$ cat src/rtl/rt_pkg.sv
// Shared definitions for the race-tree evaluator: configuration target
// codes and a width helper. Assumes nothing beyond IEEE 1800-2017.
package rt_pkg;

    typedef enum logic [1:0] {
        CFG_FSEL = 2'd0,
        CFG_TSEL = 2'd1,
        CFG_VOTE = 2'd2,
        CFG_NONE = 2'd3
    } cfg_kind_e;

    // Width of a selector over n choices, at least one bit.
    function automatic int sel_width(input int n);
        return (n > 1) ? $clog2(n) : 1;
    endfunction

endpackage

$ cat src/rtl/rt_thresh_gen.sv
// Threshold edge generator: a shift register that fills with ones.
// Start loads a one into tap 0; every running cycle after that, the next
// tap rises, so tap t rises t cycles after tap 0. Assumes TAPS >= 2.
module rt_thresh_gen #(
    parameter int TAPS = 4
) (
    input  logic            clk,
    input  logic            rst_n,
    input  logic            start,
    input  logic            run,
    output logic [TAPS-1:0] taps
);

    // Load on start, then shift a one upward each running cycle.
    always_ff @(posedge clk) begin
        if (!rst_n) begin
            taps <= '0;
        end else if (start) begin
            taps <= TAPS'(1);
        end else if (run) begin
            taps <= {taps[TAPS-2:0], 1'b1};
        end
    end

endmodule

$ cat src/rtl/rt_inhibit.sv
// One temporal inhibit gate. The data edge passes unless the inhibiting
// edge was seen high in an earlier cycle while data was still low; ties
// pass. Clear re-arms the gate for a new race.
module rt_inhibit (
    input  logic clk,
    input  logic rst_n,
    input  logic clr,
    input  logic data_in,
    input  logic inhibit_in,
    output logic pass
);

    logic blocked;

    // Remember that the inhibitor won the race; clear on a new race.
    always_ff @(posedge clk) begin
        if (!rst_n) begin
            blocked <= 1'b0;
        end else if (clr) begin
            blocked <= 1'b0;
        end else if (inhibit_in && !data_in) begin
            blocked <= 1'b1;
        end
    end

    assign pass = data_in && !blocked;

endmodule

$ cat src/rtl/rt_cfg_regs.sv
// Configuration store: feature route and threshold route per node, vote
// word per leaf. Writes with an unused kind, or a node number past the
// last node, are dropped. Assumes VOTE_W >= FSEL_W and VOTE_W >= TW.
module rt_cfg_regs
    import rt_pkg::*;
#(
    parameter int NODES  = 3,
    parameter int LEAVES = 4,
    parameter int IDX_W  = 2,
    parameter int FSEL_W = 2,
    parameter int TW     = 2,
    parameter int VOTE_W = 8
) (
    input  logic                           clk,
    input  logic                           rst_n,
    input  logic                           we,
    input  logic [1:0]                     kind,
    input  logic [IDX_W-1:0]               idx,
    input  logic [VOTE_W-1:0]              data,
    output logic [NODES-1:0][FSEL_W-1:0]   fsel,
    output logic [NODES-1:0][TW-1:0]       tsel,
    output logic [LEAVES-1:0][VOTE_W-1:0]  votes
);

    // Route registers, one pair per node.
    always_ff @(posedge clk) begin
        if (!rst_n) begin
            fsel <= '0;
            tsel <= '0;
        end else if (we) begin
            for (int n = 0; n < NODES; n++) begin
                if (idx == IDX_W'(n)) begin
                    if (kind == CFG_FSEL) fsel[n] <= data[FSEL_W-1:0];
                    if (kind == CFG_TSEL) tsel[n] <= data[TW-1:0];
                end
            end
        end
    end

    // Vote memory, one word per leaf.
    always_ff @(posedge clk) begin
        if (!rst_n) begin
            votes <= '0;
        end else if (we && kind == CFG_VOTE) begin
            for (int l = 0; l < LEAVES; l++) begin
                if (idx == IDX_W'(l)) votes[l] <= data;
            end
        end
    end

endmodule

$ cat src/rtl/rt_leaf_decoder.sv
// Flat-tree leaf decoder built from AND terms and inverters. Each leaf
// matches the fixed outcomes of the nodes on its root path (heap order,
// true branch = 2n+1); the single matching leaf is encoded as an index
// whose MSB is the root outcome (0 = true). Off-path nodes are ignored.
module rt_leaf_decoder #(
    parameter int DEPTH = 2,
    localparam int NODES  = (1 << DEPTH) - 1,
    localparam int LEAVES = 1 << DEPTH
) (
    input  logic [NODES-1:0] dec,
    output logic [DEPTH-1:0] leaf
);

    logic [LEAVES-1:0][DEPTH-1:0] term;
    logic [LEAVES-1:0]            hit;

    for (genvar l = 0; l < LEAVES; l++) begin : g_leaf
        for (genvar d = 0; d < DEPTH; d++) begin : g_lvl
            localparam int NODE = ((1 << d) - 1) + (l >> (DEPTH - d));
            localparam bit WANT_FALSE = ((l >> (DEPTH - 1 - d)) & 1) != 0;
            if (WANT_FALSE) begin : g_inv
                assign term[l][d] = ~dec[NODE];
            end else begin : g_dir
                assign term[l][d] = dec[NODE];
            end
        end
        assign hit[l] = &term[l];
    end

    // Encode the matching leaf as a binary index.
    always_comb begin
        leaf = '0;
        for (int l = 0; l < LEAVES; l++) begin
            if (hit[l]) leaf = leaf | l[DEPTH-1:0];
        end
    end

endmodule

$ cat src/rtl/race_tree_eval.sv
// Programmable flat race-tree evaluator. Start launches the threshold
// shift register and re-arms every node gate. Features are delay-coded
// edges held high once risen. After race cycle 2^TW-1 the node outputs are
// captured; one cycle later the decoded leaf, its vote and the captured
// decisions are registered out with a one-cycle done strobe.
module race_tree_eval
    import rt_pkg::*;
#(
    parameter int DEPTH  = 2,
    parameter int NFEAT  = 4,
    parameter int TW     = 2,
    parameter int VOTE_W = 8
) (
    input  logic                    clk,
    input  logic                    rst_n,
    input  logic                    start,
    input  logic [NFEAT-1:0]        feat_edge,
    input  logic                    cfg_we,
    input  logic [1:0]              cfg_kind,
    input  logic [DEPTH-1:0]        cfg_idx,
    input  logic [VOTE_W-1:0]       cfg_data,
    output logic                    busy,
    output logic                    done,
    output logic [DEPTH-1:0]        leaf_idx,
    output logic [VOTE_W-1:0]       vote,
    output logic [(1<<DEPTH)-2:0]   node_vec
);

    localparam int NODES  = (1 << DEPTH) - 1;
    localparam int LEAVES = 1 << DEPTH;
    localparam int TAPS   = 1 << TW;
    localparam int TMAX   = TAPS - 1;
    localparam int FSEL_W = sel_width(NFEAT);

    logic [NODES-1:0][FSEL_W-1:0]  fsel;
    logic [NODES-1:0][TW-1:0]      tsel;
    logic [LEAVES-1:0][VOTE_W-1:0] votes;
    logic [TAPS-1:0]               taps;
    logic [NODES-1:0]              feat_r;
    logic [NODES-1:0]              thr_r;
    logic [NODES-1:0]              pass_vec;
    logic [NODES-1:0]              samp;
    logic [DEPTH-1:0]              leaf_c;
    logic                          running;
    logic                          pend;
    logic                          last;
    logic [TW-1:0]                 step;

    rt_cfg_regs #(
        .NODES (NODES),
        .LEAVES(LEAVES),
        .IDX_W (DEPTH),
        .FSEL_W(FSEL_W),
        .TW    (TW),
        .VOTE_W(VOTE_W)
    ) u_cfg (
        .clk  (clk),
        .rst_n(rst_n),
        .we   (cfg_we),
        .kind (cfg_kind),
        .idx  (cfg_idx),
        .data (cfg_data),
        .fsel (fsel),
        .tsel (tsel),
        .votes(votes)
    );

    rt_thresh_gen #(.TAPS(TAPS)) u_thr (
        .clk  (clk),
        .rst_n(rst_n),
        .start(start),
        .run  (running),
        .taps (taps)
    );

    // Two crossbars and one inhibit gate per node.
    for (genvar n = 0; n < NODES; n++) begin : g_node
        assign feat_r[n] = feat_edge[fsel[n]];
        assign thr_r[n]  = taps[tsel[n]];
        rt_inhibit u_gate (
            .clk       (clk),
            .rst_n     (rst_n),
            .clr       (start),
            .data_in   (feat_r[n]),
            .inhibit_in(thr_r[n]),
            .pass      (pass_vec[n])
        );
    end

    assign last = running && (step == TW'(TMAX)) && !start;
    assign busy = running || pend;

    // Race sequencer: count race cycles, hand over to decode after the last.
    always_ff @(posedge clk) begin
        if (!rst_n) begin
            running <= 1'b0;
            pend    <= 1'b0;
            step    <= '0;
        end else if (start) begin
            running <= 1'b1;
            pend    <= 1'b0;
            step    <= '0;
        end else if (last) begin
            running <= 1'b0;
            pend    <= 1'b1;
        end else if (running) begin
            step    <= step + 1'b1;
        end else begin
            pend    <= 1'b0;
        end
    end

    // Capture the settled node decisions as a binary vector.
    always_ff @(posedge clk) begin
        if (!rst_n) begin
            samp <= '0;
        end else if (last) begin
            samp <= pass_vec;
        end
    end

    rt_leaf_decoder #(.DEPTH(DEPTH)) u_dec (
        .dec (samp),
        .leaf(leaf_c)
    );

    // Register the leaf, its vote and the decisions with the done strobe.
    always_ff @(posedge clk) begin
        if (!rst_n) begin
            done     <= 1'b0;
            leaf_idx <= '0;
            vote     <= '0;
            node_vec <= '0;
        end else begin
            done <= pend && !start;
            if (pend && !start) begin
                leaf_idx <= leaf_c;
                vote     <= votes[leaf_c];
                node_vec <= samp;
            end
        end
    end

endmodule

$ cat config.mk
export PLATFORM = sky130hd
export DESIGN_NAME = race_tree_eval
export DESIGN_NICKNAME = d
export VERILOG_FILES = /design/src/rtl/rt_pkg.sv /design/src/rtl/rt_thresh_gen.sv /design/src/rtl/rt_inhibit.sv /design/src/rtl/rt_cfg_regs.sv /design/src/rtl/rt_leaf_decoder.sv /design/src/rtl/race_tree_eval.sv
export SDC_FILE = /design/constraint.sdc
export NUM_CORES = 1
export LEC_CHECK = 0
export BUFFER_PORTS_ARGS = -buffer_cell sky130_fd_sc_hd__buf_4
export CAP_MARGIN = 10
export CELL_PAD_IN_SITES_DETAIL_PLACEMENT = 0
export CELL_PAD_IN_SITES_GLOBAL_PLACEMENT = 1
export CORE_AREA = 5 5 96 98
export DETAILED_ROUTE_END_ITERATION = 8
export DIE_AREA = 0 0 101 103
export PLACE_DENSITY_LB_ADDON = 0.2
export SLEW_MARGIN = 40
export SYNTH_ARGS = -nofsm -noshare
export SYNTH_HDL_FRONTEND = slang
export SYNTH_SLANG_ARGS = --single-unit
$ cat constraint.sdc
create_clock -name clk -period 1.3 [get_ports clk]
set_clock_uncertainty 0.2 [all_clocks]
set_input_delay 0.065 -clock clk [delete_from_list [all_inputs] [get_ports clk]]
set_output_delay 0.065 -clock clk [all_outputs]
set_load 0.05 [all_outputs]
* After elaboration in Yosys (flattened, before gate mapping) *
Cells that the tools add are included.

word-level totals
  bits in registers = 72
  word-level logic and storage cells = 103
  bits of input ports = 20
  output and inout bits = 15

cells by class
  muxes and demuxes = 23
  order comparisons = 7
  eq/ne operators = 7
  $add $sub $neg = 1
  bitwise gates (word level) = 5
  reduce and logical (&&, ||, !) cells = 37

operator list
  kind                                                                     count
  2-bit by 3-bit < comparator with 1-bit output, second input constant     7
  3-bit AND reduction                                                      6
  8-bit binary-select mux with 2-bit select                                1
  2-bit AND reduction                                                      8
  1-bit 2-to-1 mux                                                         13
  1-bit binary-select mux with 2-bit select                                6
  1-bit logical AND                                                        10
  2-bit == test, second input constant                                     4
  8-bit 2-to-1 mux                                                         1
  1-bit logical NOT                                                        7
  1-bit NOT                                                                5
  2-bit by 1-bit == test with 1-bit output, second input constant          2
  2-bit logical NOT                                                        2
  2-bit 2-to-1 mux                                                         2
  2-bit nonzero test                                                       2
  2-bit by 1-bit adder with 2-bit output, second input constant            1
  2-bit by 1-bit inequality test with 1-bit output, second input constant  1
  2-bit OR reduction                                                       1
  1-bit logical OR                                                         1

* Longest topological paths before layout *
Gate-level depths: netlist of run 1.

  word-level depth = 7
  depth in mapped cells = 6
  mapped depth without buffers = 5

* By module *
Synthesis of run 1 repeated with hierarchy kept, for this count alone.

unflattened totals
  cell total of the unflattened synthesis = 295
  area, all modules = 3,078.0 um^2

modules (own cells, without submodules)
  module           sequential area each (um^2)  cells an instance  area each (um^2)  times used
  rt_cfg_regs      880.8                        163                1,672.9           1
  race_tree_eval   420.4                        103                1,113.6           1
  rt_inhibit       20.0                         5                  46.3              3
  rt_thresh_gen    80.1                         12                 138.9             1
  rt_leaf_decoder  0.0                          2                  13.8              1

* Worst setup path after synthesis of run 1 *
Ideal clock, no wire load.

  kind = register -> register
  start point = register samp[2]
  end point = register vote[1]
  stages on the path, launching flop included = 5
  arrival time = 1.061 ns
  required time = 0.973 ns
  library setup time = 0.127 ns
  clock period less this slack = 1.388 ns
  buffers on the path = 1
  setup slack = -0.088 ns
  cells stage by stage = dfxtp_1 -> buf_2 -> mux2_2 -> o211ai_1 -> a21boi_0

between the ends
  word-level cells in the longest chain between the ends = 5
  elaborated cells on any way between the ends = 7
  those cells by class = mux (4); bitwise (1); reduce/logical (2)

RTL lines
  what                                                            line                                          RTL
  start: declaration                                              race_tree_eval.sv:42                          logic [NODES-1:0] samp;
  start signal: assignment                                        race_tree_eval.sv:118                         samp <= pass_vec;
  2-bit AND reduction / 1-bit NOT (equally long branches)         rt_leaf_decoder.sv:27, rt_leaf_decoder.sv:22
  2-bit 2-to-1 mux / 2-bit AND reduction (equally long branches)  rt_leaf_decoder.sv:34, rt_leaf_decoder.sv:27
  2-bit 2-to-1 mux *                                              rt_leaf_decoder.sv:34                         if (hit[l]) leaf = leaf | l[DEPTH-1:0];
  8-bit binary-select mux with 2-bit select *                     race_tree_eval.sv:138                         vote <= votes[leaf_c];
  8-bit 2-to-1 mux (not written as such) *                        race_tree_eval.sv:138
  end signal: assignment                                          race_tree_eval.sv:138
  end: declaration                                                race_tree_eval.sv:25                          output logic [VOTE_W-1:0] vote,

Every way passes the cells marked *; elsewhere a longest branch is shown, timed or not. The select of a mux whose other input is x is not followed.
A chain may end at the register's enable or synchronous reset.

* Final worst setup path of run 1 *
  start point = register u_cfg.fsel[0] (netlist bit)
  end point = register samp[0]

between the ends
  word-level cells in the longest chain between the ends = 3

RTL lines
  what                                       line                  RTL
  start: declaration                         rt_cfg_regs.sv:20     output logic [NODES-1:0][FSEL_W-1:0] fsel,
  start signal: indexed assignment           rt_cfg_regs.sv:33     if (kind == CFG_FSEL) fsel[n] <= data[FSEL_W-1:0];
  1-bit binary-select mux with 2-bit select  race_tree_eval.sv:78  assign feat_r[n] = feat_edge[fsel[n]];
  1-bit 2-to-1 mux (not written as such)     race_tree_eval.sv:78
  1-bit logical AND                          rt_inhibit.sv:26      assign pass = data_in && !blocked;

Every way passes these cells. The select of a mux whose other input is x is not followed.

==> impl_metrics.py, run 1 <==
metrics = {
    "logic_synthesis": {
        "ys_async_sr_fraction_pct": 0,
        "syn_area_mm2": 0.003169,
        "ys_ff_latch": 72,
        "syn-num-nets": 363,
        "synth_cell_types": 29,
        "ys.flop_type": "dfxtp_1",
        "ys_seq_area_share_pct": 45.48,
        "synth.top_cell.area_share_pct": 45.48,
        "post_synth_main_area_contributors": "dfxtp_1 45%, a21boi_0 9.9%, mux2i_1 8.2%, nand2_1 7.0%, mux4_2 4.3%",
        "synth_edf_count": 0,
        "synthTopCellsByCount": "72 x dfxtp_1, 59 x nand2_1, 42 x a21boi_0, 26 x mux2i_1, 22 x o21ai_0",
        "yosysMostFrequentCell": "dfxtp_1",
        "syn_avg_cell_area_um2": 9.267,
        "syn-instance-count": 342,
        "yosys_warnings": 0,
        "synth_top_area_cell": "dfxtp_1",
    },
    "clocking": {
        "clock_sinks": 72,
        "root_buffer": "clkbuf_8",
        "clockBufferDepth": 2,
        "tritoncts": "built",
        "clk-insertion-delay-late_ps": 330,
        "path_clk_slew_ps": 80,
        "htree_num_levels": 3,
        "cts_buffers": 9,
    },
    "global_route": {
        "grt_pass1_vias": 2481,
        "grt_max_degree": 50,
        "antenna_found_initial": 0,
        "grt_pass1_wl_mm": 12.43,
        "track_usage_pct": 15.08,
        "grt_overflow": 0,
    },
    "timing": {
        "max_clock_freq_mhz": 718.6,
        "rsz0062_at_grt": "true",
        "setup_viol": 15,
        "timing.final.ws_setup_ps": -91.62,
        "fin_hold_ws_ps": -27.44,
        "slew_violations": 0,
        "period_needed_ps": 1392,
        "maxSlewHeadroom_pct": 75.64,
        "tightest_slew_ps": 365.4,
        "finalCritPeriodShare_pct": 107.0,
        "hold_viol": 5,
    },
    "cells_and_area": {
        "drive_above_1_share_pct": 32.29,
        "nNetsFinal": 431,
        "final_util_pct": 51.03,
        "diodes": 0,
        "stdcell_area_mm2": 0.004277,
        "synthToLayoutAreaGrowth_pct": 34.94,
    },
    "worst_setup_path": {
        "cpPeakStageDelay_ps": 550,
        "crit_path_max_fanout": 2,
        "cp_data_arrival_time_ps": 1420,
        "crit_type": "reg2reg",
        "path_cells": "mux4_2, a22oi_2, nor2b_1",
        "start_kind": "register",
        "slowest_stage": "mux4_2",
        "end_kind": "register",
        "critPathRequiredTime_ps": 1330,
    },
    "pwr": {
        "powerDensity_mw_per_mm2": 1101,
        "ir_worst_vdd_v": 0.0004368,
        "power_leakage_nw": 1.564,
    },
    "drt": {
        "post_drt_wl_per_cell_um": 14.02,
        "drc": 0,
        "drtIter0Drc": 79,
        "first_pass_iters": 4,
        "totalWireLength_mm": 7.335,
        "routed_via_density": 4.836,
        "via_count": 2529,
        "drtAntennaViolNets": 0,
    },
    "place": {
        "placed_area_mm2": 0.003745,
        "dp_hpwl_mm": 5.172,
        "port-buffer-count": 34,
        "place_congestion": 0.7438,
    },
    "flow_run": {
        "max-cap-violations": 0,
    },
    "status": {
        "violations": "hold timing, setup timing",
        "status": "finished, violations left",
    },
    "floorplan": {
        "core_mm2": 0.008381,
        "initial_core_util_pct": 37.82,
        "die_area_mm2": 0.01040,
        "fp.dieH_um": 103,
        "ios": 35,
        "die_w_um": 101,
        "rows": 34,
    },
    "worst_hold_path": {
        "worst_hold_path_type": "in2reg",
    },
}
[final cells by class]
cell class	instances	area (µm²)
clock buffers	12	165.2
repair buffers	80	686.9
clock inverters	4	73.82
fillers	823	4104
inverters	3	11.26
flip-flops and latches	72	1459
well taps	108	135.1
multi-input cells	244	1745
[what timing repair did]
item | CTS | global route
endpoints found under the hold margin | 58 | 4
pin swaps | 2 | 7
resized for setup | 27 | 27
hold buffers | 12 | 1
setup buffers | 2 | 2
gates cloned | 0 | 1
setup endpoints to repair | 15 | 25
[path summary, 6_finish.rpt]
path                            cells past startpoint  slack (ps)     endpoint     startpoint
worst min register to register                      2         250      vote[4]        vote[4]
worst max register to register                      3         -90      samp[0]  u_cfg.fsel[0]
worst max-delay path                                3         -90      samp[0]  u_cfg.fsel[0]
worst min-delay path                                5         -30  node_vec[0]          start
[registers in the layout, indices dropped and copies added, names as in the netlist]
register               count
g_node.u_gate.blocked      3
node_vec                   3
running                    1
step                       2
vote                       8
done                       1
pend                       1
u_thr.taps                 4
u_cfg.votes               32
u_cfg.tsel                 6
u_cfg.fsel                 6
samp                       3
leaf_idx                   2
[placed cells by master (no fill, tap or decap), types with 3 or more instances in the layout]
cell type and count:
clkbuf_8 12, nor2_1 14, mux4_2 6, dfxtp_2 11, nand2_1 57, buf_6 3
dlygate4sd3_1 12, o211ai_1 8, buf_12 3, o21ai_0 22, dfxtp_1 60, nand3_1 11
nand2b_1 5, a21oi_2 4, nor2b_1 18, a21boi_0 32, a21boi_1 10, buf_4 61
nand3b_1 3, mux2i_2 6, mux2_4 7, mux2i_1 19
[report_power, final]
part / switching, W / leakage [nW] / total [W] / internal, W
clock network: 0.000849 / 0.123 / 0.00209 / 0.00124
logic: 0.000171 / 0.853 / 0.000365 / 0.000194
registers: 0.0000202 / 0.588 / 0.00225 / 0.00223
[routing by layer]
layer  track usage, %  share of wire [%]
met3            2.165                2.8
met1            21.72                 52
met4            6.033                1.4
met5                0                  0
met2            22.78                 43
[metrics by stage]
step	cells	setup WS, ps	total power [W]	setup TNS (ps)
after floorplan	342	-36.28	0.002472	-162.1
after global placement	490	-132.5	0.002614	-1217
after detailed placement	490	-137.8	0.002615	-1687
after CTS	520	-103.9	0.004761	-823.1
after global routing	523	-151.3	0.004904	-1557
final	523	-91.62	0.004708	-622.0
[logic make-up (layout without fill, tap and decap cells)]
group / Yosys count / count (layout) / share of synthesized area [%]
AND/OR/NAND/NOR: 121 / 121 / 17.92
AO/OA/AOI/OAI: 81 / 81 / 17.17
flip-flops: 72 / 72 / 45.48
multiplexers: 40 / 40 / 15.32
buffers and inverters: 26 / 99 / 3.434
adder cells (fa/ha/maj): 1 / 1 / 0.3947
XOR/XNOR: 1 / 1 / 0.2764
[critical path: cells and delay by family, from the launching register on]
kind	cells	cell delay, ps
AOI/OAI and AO/OA	1	140
and+or+nand+nor	1	60
muxes	1	550
DFF	1	340
(Power assumes the default switching activity.)
==> run 2: changes to the inputs <==
- CORE_AREA: 5 5 96 98 -> 5 5 93 95
- DIE_AREA: 0 0 101 103 -> 0 0 98 100
- SYNTH_HIERARCHICAL: unset -> 1
==> impl_metrics.py, run 2 <==
metrics = {
    "logic_synthesis": {
        "yosys_warnings": 6,
        "ys_seq_area_share_pct": 46.83,
        "synthTopCellsByCount": "72 x dfxtp_1, 68 x mux2i_1, 64 x nand2_1, 11 x nor2b_1",
        "post_synth_main_area_contributors": "dfxtp_1 47%, mux2i_1 22%, nand2_1 7.8%, mux4_2 4.4%, o221ai_1 2.3%",
        "ys.flop_type": "dfxtp_1",
        "ys_ff_latch": 72,
        "synth_cell_types": 34,
        "yosysMostFrequentCell": "dfxtp_1",
        "syn-num-nets": 316,
        "syn_avg_cell_area_um2": 10.43,
        "synth_edf_count": 0,
        "synth_top_area_cell": "dfxtp_1",
        "syn_area_mm2": 0.003078,
        "syn-instance-count": 295,
        "ys_async_sr_fraction_pct": 0,
        "synth.top_cell.area_share_pct": 46.83,
    },
    "cells_and_area": {
        "nNetsFinal": 393,
        "largest_reg_flops": 32,
        "largest_register": "u_cfg/votes",
        "final_cell_mix": "64 x dfxtp_1, 63 x nand2_1, 62 x mux2i_1, 50 x buf_4, 12 x dlygate4sd3_1",
        "stdcell_area_mm2": 0.004258,
        "synthToLayoutAreaGrowth_pct": 38.33,
        "drive_above_1_share_pct": 32.63,
        "final_common_cell": "dfxtp_1",
        "diodes": 0,
        "largestRegisters": "u_cfg/votes x32, vote x8",
    },
    "clocking": {
        "htree_num_levels": 3,
        "clk-insertion-delay-late_ps": 340,
        "clock_sinks": 72,
        "path_clk_slew_ps": 80,
        "root_buffer": "clkbuf_8",
        "tritoncts": "built",
        "cts_buffers": 9,
        "clockBufferDepth": 2,
    },
    "global_route": {
        "antenna_found_initial": 0,
        "track_usage_pct": 15.17,
        "grt_max_degree": 39,
        "grt_pass1_wl_mm": 11.90,
        "grt_overflow": 0,
        "grt_pass1_vias": 2378,
    },
    "drt": {
        "totalWireLength_mm": 6.969,
        "via_count": 2348,
        "drc": 0,
        "first_pass_iters": 4,
        "drtAntennaViolNets": 0,
        "post_drt_wl_per_cell_um": 14.55,
        "drtIter0Drc": 78,
        "routed_via_density": 4.902,
    },
    "floorplan": {
        "rows": 32,
        "core_mm2": 0.007647,
        "initial_core_util_pct": 40.25,
        "ios": 35,
        "fp.dieH_um": 100,
        "die_w_um": 98,
        "die_area_mm2": 0.009800,
    },
    "worst_setup_path": {
        "crit_type": "in2reg",
        "critPathRequiredTime_ps": 1310,
        "crit_path_max_fanout": 4,
        "r2r_slack_ps": -160,
        "cp_data_arrival_time_ps": 1490,
        "end_kind": "register",
        "start_kind": "input pin",
    },
    "timing": {
        "maxSlewHeadroom_pct": 68.33,
        "rsz0062_at_grt": "true",
        "slew_violations": 0,
        "timing.final.ws_setup_ps": -179.0,
        "tightest_slew_ps": 475.0,
        "setup_viol": 17,
        "totalNegativeSetupSlack_ps": -2411,
        "max_clock_freq_mhz": 676.1,
        "finalCritPeriodShare_pct": 113.8,
        "period_needed_ps": 1479,
        "fin_hold_ws_ps": -125.0,
        "hold_viol": 13,
    },
    "worst_hold_path": {
        "worst_hold_path_type": "in2reg",
    },
    "place": {
        "port-buffer-count": 34,
        "dp_hpwl_mm": 4.534,
        "placed_area_mm2": 0.003674,
        "place_congestion": 0.7610,
        "dp_slack_ps": -160.8,
    },
    "flow_run": {
        "max-cap-violations": 0,
    },
    "pwr": {
        "powerDensity_mw_per_mm2": 1037,
        "ir_worst_vdd_v": 0.0004480,
        "power_leakage_nw": 1.902,
    },
    "status": {
        "violations": "hold timing, setup timing",
        "status": "finished, violations left",
    },
}
[run 2: layout make-up]
class                   instances  area [µm²]
fillers                       670        3390
multi-input cells             207        1688
flip-flops and latches         72        1451
repair buffers                 78       768.2
well taps                     102       127.6
clock buffers                   9       123.9
clock inverters                 7       78.83
inverters                       4       20.02
[run 2: kinds of logic after synthesis]
kind of cell	after synthesis	synth area share [%]
AOI/OAI and AO/OA	18	5.041
xor gates and xnor gates	1	0.2846
adders and majority gates	1	0.4064
buffers and inverters	16	2.520
DFF	72	46.83
muxes	74	26.50
and+or+nand+nor	113	18.41
[run 2: path summary, 6_finish.rpt]
kind	from	end	cells past startpoint
max	cfg_kind[1]	u_cfg/fsel[4]	4
min	cfg_idx[0]	u_cfg/fsel[4]	3
max reg2reg	u_cfg/tsel[4]	g_node[2].u_gate/blocked	3
min reg2reg	leaf_idx[1]	leaf_idx[1]	2
[run 2: per-stage QoR]
stage	std cells	hold WS, ps	power (W)	utilization, %
3_5_place_dp	443	208.0	0.002607	48.04
4_1_cts	480	-13.23	0.004477	55.66
2_1_floorplan	295	-11.92	0.002465	-
3_3_place_gp	443	190.4	0.002605	48.04
6_report	479	-125.0	0.004417	55.68
5_1_grt	479	-140.3	0.004600	55.68
[run 2: per-layer routing]
layer / vias up / track usage [%] / wire length (µm)
met3: 4 / 4.587 / 361
met5: - / 0 / 0
met4: 0 / 4.153 / 46
met1: 1102 / 20.41 / 3303
met2: 48 / 23.77 / 3257
li1: 1194 / - / -
[run 2: power breakdown]
part           switching (W)  internal (W)  total [W]
Clock               0.000905      0.000910    0.00182
Combinational       0.000163      0.000187   0.000350
Sequential         0.0000195       0.00223    0.00225
[run 2: worst max-delay path, cell delays in order]
cell and delay, ps:
buf_4 130, dlygate4sd3_1 590, or4_4 570, mux2i_1 130
[run 2: timing repair]
action	in CTS	in global routing
endpoints found under the hold margin	56	11
cloned	1	0
setup endpoints to repair	19	33
hold buffers	15	2
pin swaps	6	8
setup buffers	5	1
resized for setup	36	8
